==> config.mk <==
export PLATFORM = sky130hd
export DESIGN_NAME = tick_timer_top
export DESIGN_NICKNAME = d
export VERILOG_FILES = /design/src/rtl/tick_timer_pkg.sv /design/src/rtl/tick_prescaler.sv /design/src/rtl/tick_timer_regs.sv /design/src/rtl/tick_timer_core.sv /design/src/rtl/tick_timer_top.sv
export SDC_FILE = /design/constraint.sdc
export NUM_CORES = 1
export LEC_CHECK = 0
export BUFFER_PORTS_ARGS = -buffer_cell sky130_fd_sc_hd__buf_2
export CAP_MARGIN = 20
export CORE_ASPECT_RATIO = 1.5
export CORE_MARGIN = 5
export CORE_UTILIZATION = 45
export CTS_BUF_LIST = sky130_fd_sc_hd__clkbuf_16
export CTS_CLUSTER_DIAMETER = 40
export DETAILED_ROUTE_END_ITERATION = 6
export PLACE_DENSITY_LB_ADDON = 0.25
export SLEW_MARGIN = 25
export SYNTH_ARGS = -nofsm -noshare
export SYNTH_HDL_FRONTEND = slang
export SYNTH_SLANG_ARGS = --single-unit
==> constraint.sdc <==
create_clock -name clk -period 2.4 [get_ports clk]
set_clock_uncertainty 0.05 [all_clocks]
set_input_delay 0.24 -clock clk [delete_from_list [all_inputs] [get_ports clk]]
set_output_delay 0.24 -clock clk [all_outputs]
set_load 0.02 [all_outputs]
==> src/rtl/tick_timer_pkg.sv <==
package tick_timer_pkg;

   localparam int unsigned BUS_W     = 32;
   localparam int unsigned SEL_W     = 2;
   localparam int unsigned FLAG_POS  = 16;
   localparam int unsigned EXC_W     = 8;
   localparam int unsigned EXC_ID    = 15;

   typedef enum logic [SEL_W-1:0] {
      SEL_CTRL    = 2'd0,
      SEL_RELOAD  = 2'd1,
      SEL_CURRENT = 2'd2,
      SEL_SPARE   = 2'd3
   } reg_sel_e;

   // bit 0 run, bit 1 irq_en, bit 2 src_core
   typedef struct packed {
      logic src_core;
      logic irq_en;
      logic run;
   } ctrl_t;

   localparam int unsigned CTRL_W = $bits(ctrl_t);

endpackage

==> src/rtl/tick_prescaler.sv <==
module tick_prescaler #(
   parameter int unsigned DIV = 8
) (
   input  logic clk,
   input  logic rst_n,
   output logic div_en
);

   localparam int unsigned PW = (DIV > 1) ? $clog2(DIV) : 1;
   localparam bit POW2 = (DIV > 1) && ((DIV & (DIV - 1)) == 0);

   initial begin
      assert_div_legal_R4 : assert (DIV >= 1);
   end

   generate
      if (DIV == 1) begin : g_pass
         assign div_en = 1'b1;
      end else if (POW2) begin : g_pow2
         logic [PW-1:0] ph_q;
         always_ff @(posedge clk) begin
            if (!rst_n) ph_q <= '0;
            else        ph_q <= ph_q + PW'(1);
         end
         assign div_en = &ph_q;
      end else begin : g_mod
         logic [PW-1:0] ph_q;
         always_ff @(posedge clk) begin
            if (!rst_n)                     ph_q <= '0;
            else if (ph_q == PW'(DIV - 1))  ph_q <= '0;
            else                            ph_q <= ph_q + PW'(1);
         end
         assign div_en = (ph_q == PW'(DIV - 1));
      end

      if (DIV > 1) begin : g_chk
         assert_div_single_R4 : assert property (@(posedge clk) disable iff (!rst_n)
            div_en |=> !div_en);
      end
   endgenerate

endmodule

==> src/rtl/tick_timer_regs.sv <==
module tick_timer_regs
   import tick_timer_pkg::*;
#(
   parameter int unsigned CNT_W = 24
) (
   input  logic                 clk,
   input  logic                 rst_n,
   input  logic                 bus_sel,
   input  logic                 bus_wr,
   input  logic [SEL_W-1:0]     bus_addr,
   input  logic [BUS_W-1:0]     bus_wdata,
   input  logic [CNT_W-1:0]     cur_cnt,
   input  logic                 flag_view,
   output ctrl_t                ctrl,
   output logic [CNT_W-1:0]     reload,
   output logic                 cur_wr,
   output logic                 ctrl_rd,
   output logic [BUS_W-1:0]     bus_rdata
);

   reg_sel_e sel;
   logic wr_ctrl, wr_reload;
   ctrl_t ctrl_q;
   logic [CNT_W-1:0] reload_q;
   logic unused_wbits;

   assign sel       = reg_sel_e'(bus_addr);
   assign wr_ctrl   = bus_sel &&  bus_wr && (sel == SEL_CTRL);
   assign wr_reload = bus_sel &&  bus_wr && (sel == SEL_RELOAD);
   assign cur_wr    = bus_sel &&  bus_wr && (sel == SEL_CURRENT);
   assign ctrl_rd   = bus_sel && !bus_wr && (sel == SEL_CTRL);
   assign unused_wbits = ^bus_wdata[BUS_W-1:CNT_W];

   always_ff @(posedge clk) begin
      if (!rst_n) begin
         ctrl_q   <= '0;
         reload_q <= '0;
      end else begin
         if (wr_ctrl)   ctrl_q   <= ctrl_t'(bus_wdata[CTRL_W-1:0]);
         if (wr_reload) reload_q <= bus_wdata[CNT_W-1:0];
      end
   end

   always_comb begin
      bus_rdata = '0;
      unique case (sel)
         SEL_CTRL: begin
            bus_rdata[CTRL_W-1:0] = ctrl_q;
            bus_rdata[FLAG_POS]   = flag_view;
         end
         SEL_RELOAD:  bus_rdata[CNT_W-1:0] = reload_q;
         SEL_CURRENT: bus_rdata[CNT_W-1:0] = cur_cnt;
         default:     bus_rdata = '0;
      endcase
   end

   assign ctrl   = ctrl_q;
   assign reload = reload_q;

   assert_reload_keep_R11 : assert property (@(posedge clk) disable iff (!rst_n)
      wr_reload |=> reload_q == $past(bus_wdata[CNT_W-1:0]));
   assert_ctrl_write_R3 : assert property (@(posedge clk) disable iff (!rst_n)
      wr_ctrl |=> ctrl_q == $past(bus_wdata[CTRL_W-1:0]));

endmodule

==> src/rtl/tick_timer_core.sv <==
module tick_timer_core
   import tick_timer_pkg::*;
#(
   parameter int unsigned CNT_W = 24
) (
   input  logic             clk,
   input  logic             rst_n,
   input  logic             div_en,
   input  logic             dbg_halt,
   input  ctrl_t            ctrl,
   input  logic [CNT_W-1:0] reload,
   input  logic             cur_wr,
   input  logic             ctrl_rd,
   output logic [CNT_W-1:0] cnt,
   output logic             flag_view,
   output logic             irq_pulse
);

   logic tick, at_zero, reach_zero;
   logic [CNT_W-1:0] cnt_q, cnt_d;
   logic flag_q, flag_d, irq_q;

   assign tick       = ctrl.run && !dbg_halt && (ctrl.src_core || div_en);
   assign at_zero    = (cnt_q == '0);
   assign reach_zero = tick && !cur_wr && (cnt_q == CNT_W'(1));

   always_comb begin
      cnt_d = cnt_q;
      if (cur_wr)       cnt_d = '0;
      else if (tick)    cnt_d = at_zero ? reload : cnt_q - CNT_W'(1);
   end

   always_comb begin
      flag_d = flag_q;
      if (cur_wr)          flag_d = 1'b0;
      else if (reach_zero) flag_d = 1'b1;
      else if (ctrl_rd)    flag_d = 1'b0;
   end

   always_ff @(posedge clk) begin
      if (!rst_n) begin
         cnt_q  <= '0;
         flag_q <= 1'b0;
         irq_q  <= 1'b0;
      end else begin
         cnt_q  <= cnt_d;
         flag_q <= flag_d;
         irq_q  <= reach_zero && ctrl.irq_en;
      end
   end

   assign cnt       = cnt_q;
   assign flag_view = flag_q | reach_zero;
   assign irq_pulse = irq_q;

   assert_count_step_R2 : assert property (@(posedge clk) disable iff (!rst_n)
      (tick && !cur_wr && !at_zero) |=> cnt_q == $past(cnt_q) - CNT_W'(1));
   assert_count_reload_R2 : assert property (@(posedge clk) disable iff (!rst_n)
      (tick && !cur_wr && at_zero) |=> cnt_q == $past(reload));
   assert_halt_hold_R5 : assert property (@(posedge clk) disable iff (!rst_n)
      (dbg_halt && !cur_wr) |=> $stable(cnt_q));
   assert_flag_set_R6 : assert property (@(posedge clk) disable iff (!rst_n)
      reach_zero |=> flag_q);
   assert_irq_single_R7 : assert property (@(posedge clk) disable iff (!rst_n)
      irq_q |=> !irq_q);
   assert_clear_write_R8 : assert property (@(posedge clk) disable iff (!rst_n)
      cur_wr |=> (cnt_q == '0) && !flag_q);

endmodule

==> src/rtl/tick_timer_top.sv <==
module tick_timer_top
   import tick_timer_pkg::*;
#(
   parameter int unsigned CNT_W    = 24,
   parameter int unsigned DIV      = 8
) (
   input  logic              clk,
   input  logic              rst_n,
   input  logic              dbg_halt,
   input  logic              bus_sel,
   input  logic              bus_wr,
   input  logic [SEL_W-1:0]  bus_addr,
   input  logic [BUS_W-1:0]  bus_wdata,
   output logic [BUS_W-1:0]  bus_rdata,
   output logic              tick_irq,
   output logic [EXC_W-1:0]  tick_exc_num
);

   initial begin
      assert_width_legal_R11 : assert (CNT_W >= 2 && CNT_W < BUS_W && CNT_W != FLAG_POS);
   end

   logic div_en, cur_wr, ctrl_rd, flag_view;
   ctrl_t ctrl;
   logic [CNT_W-1:0] reload, cur_cnt;

   tick_prescaler #(.DIV(DIV)) u_div (
      .clk(clk), .rst_n(rst_n), .div_en(div_en));

   tick_timer_regs #(.CNT_W(CNT_W)) u_regs (
      .clk(clk), .rst_n(rst_n),
      .bus_sel(bus_sel), .bus_wr(bus_wr), .bus_addr(bus_addr),
      .bus_wdata(bus_wdata), .cur_cnt(cur_cnt), .flag_view(flag_view),
      .ctrl(ctrl), .reload(reload), .cur_wr(cur_wr), .ctrl_rd(ctrl_rd),
      .bus_rdata(bus_rdata));

   tick_timer_core #(.CNT_W(CNT_W)) u_core (
      .clk(clk), .rst_n(rst_n), .div_en(div_en), .dbg_halt(dbg_halt),
      .ctrl(ctrl), .reload(reload), .cur_wr(cur_wr), .ctrl_rd(ctrl_rd),
      .cnt(cur_cnt), .flag_view(flag_view), .irq_pulse(tick_irq));

   assign tick_exc_num = tick_irq ? EXC_W'(EXC_ID) : '0;

   assert_irq_at_zero_R7 : assert property (@(posedge clk) disable iff (!rst_n)
      tick_irq |-> (cur_cnt == '0));

endmodule

# Word-level counts from Yosys, hierarchy flattened
# Cells that the tools add are included.
# totals
reg_bits,56
input_bits,39
# op_classes
bitwise,2
muxes,8
n_reduce_logical,20
eq_ne,3
addsub,2
# op_table
op,n
13-bit one-hot mux with 2 select lines,1
24-bit by 1-bit equality test with 1-bit output (second input constant),1
24-bit logical NOT,1
24-bit 2-to-1 mux,1
24-bit by 1-bit subtractor with 24-bit output (second input constant),1
7-bit one-hot mux with 2 select lines,1
1-bit logical AND,11
3-bit one-hot mux with 3 select lines,1
4-bit 2-to-1 mux,1
3-bit by 1-bit adder with 3-bit output (second input constant),1
1-bit logical NOT,3
1-bit one-hot mux with 3 select lines,1
3-bit AND reduction,1
2-bit by 1-bit equality test with 1-bit output (second input constant),1
2-bit equality test (second input constant),1
2-bit logical NOT,1
1-bit 2-to-1 mux,2
2-bit nonzero test,1
2-bit OR reduction,1
1-bit logical OR,1
1-bit NOT,1
1-bit OR,1

# Depth between registers and ports, before layout
# Gate-level depths: netlist of run 1.
# depth
word_depth,7
depth_mapped,9
depth_no_buf,7

# By module
# A second synthesis of run 1 with hierarchy kept.
# unflattened
cells_unflattened,426
hier_area_um2,3460.8
# by_module_without_submodules
module,seq_area_each_um2,area_per_inst_um2,instances,cells_per_inst
tick_timer_core,520.5,1682.9,1,219
tick_timer_regs,540.5,1602.8,1,190
tick_prescaler,60.1,111.4,1,8
tick_timer_top,0.0,63.8,1,9

# Worst setup path after synthesis of run 1
# No wires, ideal clock.
# synth_path
path_kind,register to register
startpoint,reg u_core.cnt_q[4] (netlist: u_core.cnt[4])
endpoint,reg u_core.cnt_q[18] (netlist: u_core.cnt[18])
path_buffers,3
slack_ps,164
arrival_ps,2069
period_less_slack_ps,2236
stages_incl_launch_ff,9
cell_sequence,dfxtp_1 -> buf_4 -> nor4_4 -> nand3_2 -> or3_1 -> buf_2 -> buf_6 -> mux2_4 -> a32o_1
# synth_via
elab_chain_cells,2
word_cells_on_any_way,3
classes_between,1 x add/sub; 1 x mux; 1 x reduce/logical
# synth_lines
element,line_no,text
from (decl),tick_timer_core.sv:20,"logic [CNT_W-1:0] cnt_q, cnt_d;"
from (signal assigned),tick_timer_core.sv:46,cnt_q <= cnt_d;
24-bit by 1-bit subtractor with 24-bit output / 24-bit logical NOT (equally long branches),"tick_timer_core.sv:30, tick_timer_core.sv:24",
24-bit 2-to-1 mux (*),tick_timer_core.sv:30,else if (tick) cnt_d = at_zero ? reload : cnt_q - CNT_W'(1);
# Every way passes the cells marked *; elsewhere a longest branch is shown, timed or not.
# A chain may end at the register's enable or synchronous reset.

# Final worst setup path of run 1
# layout_path
startpoint,reg u_core.cnt_q[4] (netlist: u_core.cnt[4])
endpoint,out bus_rdata[16]
# layout_via
elab_chain_cells,4
# layout_lines
element,line_no,text
24-bit by 1-bit equality test with 1-bit output,tick_timer_core.sv:25,assign reach_zero = tick && !cur_wr && (cnt_q == CNT_W'(1));
1-bit logical AND,tick_timer_core.sv:25,
1-bit OR,tick_timer_core.sv:53,assign flag_view = flag_q | reach_zero;
1-bit one-hot mux with 3 select lines,tick_timer_regs.sv:46,unique case (sel)
to (decl),tick_timer_top.sv:14,"output logic [BUS_W-1:0] bus_rdata,"
# Every way passes these cells.

==> results of run 1 <==
## stage by stage
step	cell area, sq um	setup WS, ps	total power [mW]
finish	4100	133	1.84
global route	4100	3.20	1.90
CTS	4060	40.9	1.85
detailed placement	3910	175	1.14
global placement	3910	193	1.13
floorplan	3450	164	1.08
## routing by layer
layer  GRT usage [%]  wire length (um)
met1            26.1              4050
met2            37.2              5140
met3            3.40               518
met4            9.36               212
met5               0                 0
## where the power goes
| group | leakage [nW] | switching [mW] | total [mW] | internal (mW) |
|---|---|---|---|---|
| Combinational | 1.23 | 0.101 | 0.165 | 0.0642 |
| Clock | 0.0687 | 0.344 | 0.725 | 0.381 |
| Sequential | 0.453 | 0.0109 | 0.953 | 0.942 |
| Total | 1.75 | 0.456 | 1.84 | 1.39 |
## area by class of cell
| cell class | instances | area, sq um | area share, % |
|---|---|---|---|
| clock buffers | 5 | 125 | 3.05 |
| well taps | 102 | 128 | 3.12 |
| repair buffers | 99 | 611 | 14.9 |
| multi-input cells | 320 | 2050 | 50.1 |
| clock inverters | 3 | 15.0 | 0.367 |
| inverters | 12 | 45.0 | 1.10 |
| flip-flops and latches | 56 | 1120 | 27.4 |
## path summary, 6_finish.rpt
path,endpoint,slack (ps),cells after the start
setup / recovery,bus_rdata[16],130,7
hold / removal,u_regs.reload[18],130,3
setup reg to reg,u_core.cnt[20],190,9
hold reg to reg,u_div.g_pow2.ph_q[0],390,1
## kinds of logic (layout without fill, tap and decap cells)
family	count (synthesis)	count (layout)	share of synthesized area [%]
mux	21	21	6.42
flops	56	56	32.9
compound gates	106	106	22.6
simple gates	172	172	25.8
fa+ha+maj	9	9	3.30
buf+inv	61	119	8.99
other cells	1	12	0.110
## sequential cells by signal (all words and copies together), names as in the netlist
signal / flops
u_core.cnt: 24
u_core.flag_q: 1
u_core.irq_pulse: 1
u_div.g_pow2.ph_q: 3
u_regs.ctrl: 3
u_regs.reload: 24
## what timing repair did
item,4_1_cts,5_1_grt
resized for setup,1,5
setup buffers,0,2
pin swaps,0,3
endpoints found under the setup margin,1,2
## layout by cell type, fill, tap and decap left out, drive strengths merged, types with 3 or more instances in the layout
master and count:
buf 99, nand2 75, dfxtp 56, nor2b 25
a21boi 24, a22oi 20, mux2i 17, nor2 14
inv 13, o22ai 13, nor3 13, a21oi 12
conb 12, nand3 11, nor4 10, or3 9
ha 9, o21ai 7, a32o 5, clkbuf 5
and2 4, mux2 4, a222oi 3, a221oi 3
or4 3, a211oi 3
## critical path, stage by stage (launching register included)
cell	delay, ps
dfxtp_1	350
nor4_4	320
buf_4	160
nand3_1	130
nor3_2	200
nand2_1	120
a211oi_2	230
buf_4	180
==> impl_metrics.tcl, run 1 <==
set metrics [dict create \
    status "finished, final reports clean" \
    yosysMostFrequentCell "nand2_1" \
    grt_pass1_wl_um 15900 \
    synth_area_sq_mm 0.00341 \
    finalHoldViolations 0 \
    syn_inst 426 \
    fp.dieW_um 81.1 \
    synth_area_leader_cell "dfxtp_1" \
    ys.flop_type "dfxtp_1" \
    grtUsageTotal_pct 21.5 \
    synth-seq-area-share_pct 32.9 \
    fin_cells 597 \
    cp-startpoint "u_core.cnt[4]" \
    synth-seq-cells 56 \
    drt_pass1_iterations 5 \
    syn_area_per_cell_sq_um 8.01 \
    cp_max_fo 3 \
    die_h_um 117 \
    wl_um 9920 \
    core.rowCount 39 \
    path_class "reg -> out" \
    nFillCells 757 \
    synth_top_cells_by_count "75 x nand2_1, 56 x dfxtp_1, 28 x clkbuf_1" \
    tightest_slew_ps 640 \
    antenna_found_initial 0 \
    min_period_over_period_pct 94.4 \
    h-tree-depth 2 \
    yosysWarnings 0 \
    initial_core_util_pct 45.4 \
    vias 3343 \
    setup_viol 0 \
    grt_pass1_vias 3339 \
    drv_cap 0 \
    dieArea_sq_mm 0.00946 \
    drc 0 \
    fp.coreArea_sq_mm 0.00751 \
    cts-buffers-inserted 5 \
    synth-edff-count 0 \
    yosys-top-cells-area "dfxtp_1 33%, nand2_1 8.3%, a21boi_0 5.3%" \
    cp-end-kind "output port" \
    area_growth_pct 20.1 \
    whs_ps 134 \
    fin_util_pct 54.5 \
    timing.fmax_mhz 441 \
    p_leak_nw 1.75 \
    slew_headroom_pct 57.3 \
    p_per_area_mw_per_mm2 450 \
    hp-start "bus_wdata[18]" \
    avgRoutedWirePerCell_um 16.6 \
    hold_path_class "in -> reg" \
    synth_top_area_share_pct 32.9 \
    clockBufferDepth 2 \
    grt_setup_unrepaired "false" \
    place_congestion 0.912 \
    start_kind "flop" \
    layout-drive-gt1-share_pct 24.0 \
    rr_startpoint "u_core.cnt[1]" \
    min_period_ps 2270 \
    dp_hpwl_um 7360 \
    grt_max_degree 33 \
    cts_tree "yes" \
    tns_ps 0 \
    clock-sinks 56 \
    io_buffers 59 \
    placed_cells 587 \
    clkLatencyLatePin_ps 300 \
    routed_via_density 5.60 \
    vdd_drop_max_uv 392 \
    synth_cell_types 52 \
    cts_root_buf "clkbuf_16" \
    io_pins 80 \
    drt_iter0_drc 155 \
    hold_buffers 0 \
    clk_pin_slew_ps 70 \
    required_ps 2110 \
    postRouteAntennaNets 0 \
    final_max_slew_viol_count 0 \
    grt_overflow_total 0 \
    worstPathArrival_ps 1980 \
    ys_async_sr_fraction_pct 0 \
    diodes 0 \
    fin_nets 542 \
]
Power figures use the tool's default switching activity.
==> run 2: changes to the inputs <==
--- a/config.mk
+++ b/config.mk
@@ -5,7 +5,7 @@
 export SDC_FILE = /design/constraint.sdc
 export NUM_CORES = 1
 export LEC_CHECK = 0
-export BUFFER_PORTS_ARGS = -buffer_cell sky130_fd_sc_hd__buf_2
+export BUFFER_PORTS_ARGS = -buffer_cell sky130_fd_sc_hd__buf_4
 export CAP_MARGIN = 20
 export CORE_ASPECT_RATIO = 1.5
 export CORE_MARGIN = 5
==> run 2 against run 1 <==
Combinational power grew 7%. Clock power about the same. Sequential cell count is the same. Cell area up 2.5%. Non-clock buffer count down 3. Critical endpoint unchanged. Largest cell class unchanged.
==> impl_metrics.tcl, run 2 (synthesized netlist as in run 1, its figures left out) <==
set metrics [dict create \
    path_class "reg -> out" \
    final_cell_mix "96 x buf_4, 75 x nand2_1, 56 x dfxtp_1, 25 x nor2b_1, 24 x a21boi_0" \
    clk_pin_slew_ps 70 \
    status "finished, final reports clean" \
    wl_um 9770 \
    routed_via_density 5.52 \
    cts_root_buf "clkbuf_16" \
    grt_max_degree 33 \
    timing.fmax_mhz 439 \
    whs_path_depth 3 \
    grt_pass1_wl_um 15800 \
    min_period_ps 2280 \
    finalHoldViolations 0 \
    min_to "u_regs.reload[8]" \
    fin_cells 594 \
    crit_cells 6 \
    drt_iter0_drc 142 \
    cts-buffers-inserted 5 \
    postRouteAntennaNets 0 \
    hold_buffers 0 \
    layout_commonest_cell "buf_4" \
    grt_pass1_vias 3214 \
    grtUsageTotal_pct 21.5 \
    p_leak_nw 1.75 \
    io_buffers 59 \
    clkLatencyLatePin_ps 300 \
    p_per_area_mw_per_mm2 442 \
    required_ps 2110 \
    critPathMaxStageDelay_ps 400 \
    drc 0 \
    ff2ff_setup_slack_ps 160 \
    antenna_found_initial 0 \
    fin_nets 539 \
    cp-startpoint "u_core.cnt[9]" \
    io_pins 80 \
    cp-end-kind "output port" \
    vdd_drop_max_uv 450 \
    worstPathArrival_ps 1990 \
    final_max_slew_viol_count 0 \
    clockBufferDepth 2 \
    fp.dieW_um 81.1 \
    dp_hpwl_um 7310 \
    cp_max_fo 6 \
    placed_cells 585 \
    die_h_um 117 \
    hp-start "bus_wdata[8]" \
    placed_cell_area_sq_mm 0.00403 \
    layout-drive-gt1-share_pct 23.4 \
    hold_path_class "in -> reg" \
    grt_overflow_total 0 \
    cpMaxStageDelayCell "nor4_4" \
    slew_headroom_pct 60.4 \
    diodes 0 \
    r2r_end "u_core.cnt[16]" \
    initial_core_util_pct 45.4 \
    drt_pass1_iterations 4 \
    nFillCells 757 \
    core.rowCount 39 \
    grt_setup_unrepaired "false" \
    reg2reg_depth 9 \
    h-tree-depth 2 \
    avgRoutedWirePerCell_um 16.4 \
    cts_tree "yes" \
    fp.coreArea_sq_mm 0.00751 \
    min_period_over_period_pct 95.0 \
    crit_chain "nor4_4, nand3_1, nor3_2, nand2_1, a211oi_2, buf_4" \
    path_buf_inv 1 \
    clock-sinks 56 \
    place_congestion 0.903 \
    start_kind "flop" \
    vias 3277 \
    drv_cap 0 \
    dieArea_sq_mm 0.00946 \
    design_area_sq_mm 0.00420 \
    setup_viol 0 \
    crit_family "simple AND/OR/NAND/NOR gates" \
    area_growth_pct 23.1 \
    tightest_slew_ps 595 \
    rr_startpoint "u_core.cnt[1]" \
    tns_ps 0 \
]
## run 2: cell types whose count changed in the layout (fill, tap and decap cells not counted), sizes merged
cell | previous run | this run
buf | 99 | 96
## run 2: worst reg2reg max path: stages, from the launching register on
cell and delay [ps]:
dfxtp_1 360, inv_1 150, ha_1 210, nor3b_1 250, buf_4 180, nand4_1 210
buf_4 250, nor4_1 180, o32ai_1 150, a31oi_1 170
## run 2: timing repair
action / in CTS / in global routing
gates cloned: 0 / 0
pin swaps: 0 / 3
endpoints found under the setup margin: 1 / 2
gates resized for setup: 2 / 2
buffers inserted: 0 / 1
## run 2: final cells by class
class	instances	area [sq um]	share of cell area, %
Tap cell	102	128	3.04
Timing Repair Buffer	96	721	17.2
Inverter	12	45.0	1.07
Multi-Input combinational cell	320	2050	48.7
Sequential cell	56	1120	26.7
Clock buffer	5	125	2.98
Clock inverter	3	15.0	0.357
## run 2: worst max-delay path by stage
| stage | to |
|---|---|
| after floorplan | u_core.cnt[18] |
| after global placement | u_core.cnt[16] |
| after detailed placement | u_core.cnt[16] |
| after CTS | bus_rdata[16] |
| after global routing | bus_rdata[16] |
| final | bus_rdata[16] |
## run 2: through the flow
step | hold WS (ps) | util [%] | setup slack (ps) | power [mW]
after global routing | 158 | 55.9 | 6.08 | 1.92
after CTS | 142 | 55.6 | 27.0 | 1.87
final | 141 | 55.9 | 121 | 1.86
after global placement | 360 | 53.6 | 204 | 1.15
after detailed placement | 394 | 53.6 | 187 | 1.15
after floorplan | 335 | - | 164 | 1.08
## run 2: routing by layer
layer | part of all wire, % | vias to the layer above | GRT usage (%)
li1 | - | 1631 | -
met4 | 1.6 | 0 | 7.78
met3 | 4.1 | 11 | 3.01
met5 | 0 | - | 0
met1 | 41 | 1560 | 25.4
met2 | 53 | 75 | 39.1
## run 2: where the power goes
group / switching, mW / leakage, nW / internal [mW]
sequential: 0.0105 / 0.453 / 0.942
clock: 0.346 / 0.0687 / 0.381
combinational: 0.0991 / 1.22 / 0.0778
==> run 3: changes to the inputs <==
--- a/config.mk
+++ b/config.mk
@@ -5,6 +5,7 @@
 export SDC_FILE = /design/constraint.sdc
 export NUM_CORES = 1
 export LEC_CHECK = 0
+export ABC_CLOCK_PERIOD_IN_PS = 2400
 export BUFFER_PORTS_ARGS = -buffer_cell sky130_fd_sc_hd__buf_4
 export CAP_MARGIN = 20
 export CORE_ASPECT_RATIO = 1.5
==> constraint.sdc (replaced) <==
create_clock -name clk -period 2.4 [get_ports clk]
set_clock_uncertainty 0.05 [all_clocks]
set_input_delay 0.48 -clock clk [delete_from_list [all_inputs] [get_ports clk]]
set_output_delay 0.48 -clock clk [all_outputs]
set_load 0.02 [all_outputs]
==> run 3 against run 2 <==
The run now ends with setup timing left. Highest routed layer unchanged. Utilization grew 2.1 points. Maximum frequency down 6.3%. First-iteration DRC count grew 39%. Setup slack worse by 150 ps. Sequential share of layout area shrank 0.86 points. Sequential power about the same. Critical path type unchanged. Count of clock-buffer cells in the layout stayed put. Worst hold slack better by 230 ps. Critical endpoint unchanged. Critical path depth is 1 higher.
==> impl_metrics.tcl, run 3 (synthesized netlist as in run 1, its figures left out) <==
set metrics [dict create \
    fp.dieW_um 81.1 \
    cts_tree "yes" \
    setup_viol 1 \
    drv_cap 0 \
    clkLatencyLatePin_ps 300 \
    drc 0 \
    initial_core_util_pct 45.4 \
    nFillCells 730 \
    postRouteAntennaNets 0 \
    status "finished, violations left" \
    grt_pass1_vias 3416 \
    finalHoldViolations 0 \
    hp-start "u_div.g_pow2.ph_q[0]" \
    tightest_slew_ps 584 \
    timing.fmax_mhz 411 \
    path_buf_inv 2 \
    dieArea_sq_mm 0.00946 \
    grtUsageTotal_pct 22.4 \
    r2r_end "u_core.cnt[6]" \
    slew_headroom_pct 61.0 \
    cp-end-kind "output port" \
    io_pins 80 \
    reg2reg_depth 8 \
    required_ps 1870 \
    routed_via_density 5.54 \
    grt_setup_unrepaired "true" \
    crit_chain "nor4_4, buf_4, o2111ai_4, nor3_2, nand2_1, a211oi_2, buf_4" \
    whs_path_depth 1 \
    drt_pass1_iterations 4 \
    violations "setup timing" \
    start_kind "flop" \
    layout-drive-gt1-share_pct 26.8 \
    io_buffers 59 \
    avgRoutedWirePerCell_um 16.7 \
    core.rowCount 39 \
    power.total_mw 1.84 \
    layout_setup_ws_ps -33.1 \
    fp.coreArea_sq_mm 0.00751 \
    final_max_slew_viol_count 0 \
    grt_overflow_total 0 \
    min_to "u_div.g_pow2.ph_q[0]" \
    crit_top_cell "buf_4" \
    drt_iter0_drc 197 \
    vdd_drop_max_uv 430 \
    layout_commonest_cell "buf_4" \
    die_h_um 117 \
    wl_um 10100 \
    dp_hpwl_um 7670 \
    fin_util_pct 58.0 \
    hold_path_class "reg -> reg" \
    clock-sinks 56 \
    min_period_over_period_pct 101 \
    rr_startpoint "u_core.cnt[11]" \
    h-tree-depth 2 \
    diodes 0 \
    cpMaxStageDelayCell "dfxtp_2" \
    ff2ff_setup_slack_ps 180 \
    cts-buffers-inserted 5 \
    fin_nets 554 \
    area_growth_pct 27.7 \
    worstPathArrival_ps 1900 \
    place_congestion 0.933 \
    p_per_area_mw_per_mm2 424 \
    vias 3373 \
    clk_pin_slew_ps 70 \
    p_leak_nw 1.85 \
    cts_root_buf "clkbuf_16" \
    grt_max_degree 33 \
    cp_max_fo 2 \
    clockBufferDepth 2 \
    min_period_ps 2430 \
    critPathMaxStageDelay_ps 340 \
    antenna_found_initial 0 \
    grt_pass1_wl_um 16500 \
    crit_family "simple AND/OR/NAND/NOR gates" \
    final_cell_mix "111 x buf_4, 75 x nand2_1, 53 x dfxtp_1, 25 x nor2b_1, 24 x a21boi_0" \
    path_class "reg -> out" \
]
## run 3: final cells by class
cell class | count | area, sq um | area share (%)
inverters | 12 | 45.0 | 1.03
well taps | 102 | 128 | 2.93
clock inverters | 3 | 11.3 | 0.259
flip-flops and latches | 56 | 1120 | 25.8
multi-input cells | 320 | 2090 | 47.9
repair buffers | 111 | 833 | 19.1
clock buffers | 5 | 125 | 2.87
## run 3: per-layer routing
layer	vias to the layer above	routed length [um]	track usage, %
met5	-	0	0
met4	0	226	9.13
met3	18	438	3.40
met2	95	5300	39.4
met1	1591	4180	26.9
li1	1669	-	-
## run 3: power by group
part	total, mW	internal (mW)	switching, mW
registers	0.953	0.942	0.0106
logic	0.181	0.0805	0.101
clock network	0.711	0.377	0.333
## run 3: worst max path at each step
stage	from	end	cells after the start
final	u_core.cnt[21]	bus_rdata[16]	7
after global routing	u_core.cnt[21]	bus_rdata[16]	7
after CTS	u_core.cnt[21]	bus_rdata[16]	7
after detailed placement	u_core.cnt[19]	bus_rdata[16]	7
after global placement	u_core.cnt[19]	bus_rdata[16]	7
after floorplan	u_core.cnt[8]	bus_rdata[16]	6
## run 3: what timing repair did
item,in CTS,in global routing
hold buffers,0,0
setup endpoints to repair,1,3
pin swaps,7,1
resized for setup,10,3
setup buffers,4,0
## run 3: worst reg2reg max path, cell delays in order (launching register included)
cell and delay [ps]:
dfxtp_2 350, nor4_4 330, buf_4 180, nand3_2 70, or3_1 400, buf_4 190
buf_4 180, mux2i_1 140, a32o_1 230
## run 3: through the flow
step           cells  instance area, sq um  hold WS, ps  TNS, ps  setup slack (ps)
6_report         609                  4360          375    -33.1             -33.1
4_1_cts          609                  4340          379    -40.6             -40.6
5_1_grt          609                  4360          398     -152              -152
3_3_place_gp     597                  4120          360        0              45.8
2_1_floorplan    437                  3450          348        0              92.3
3_5_place_dp     597                  4120          368        0              64.6
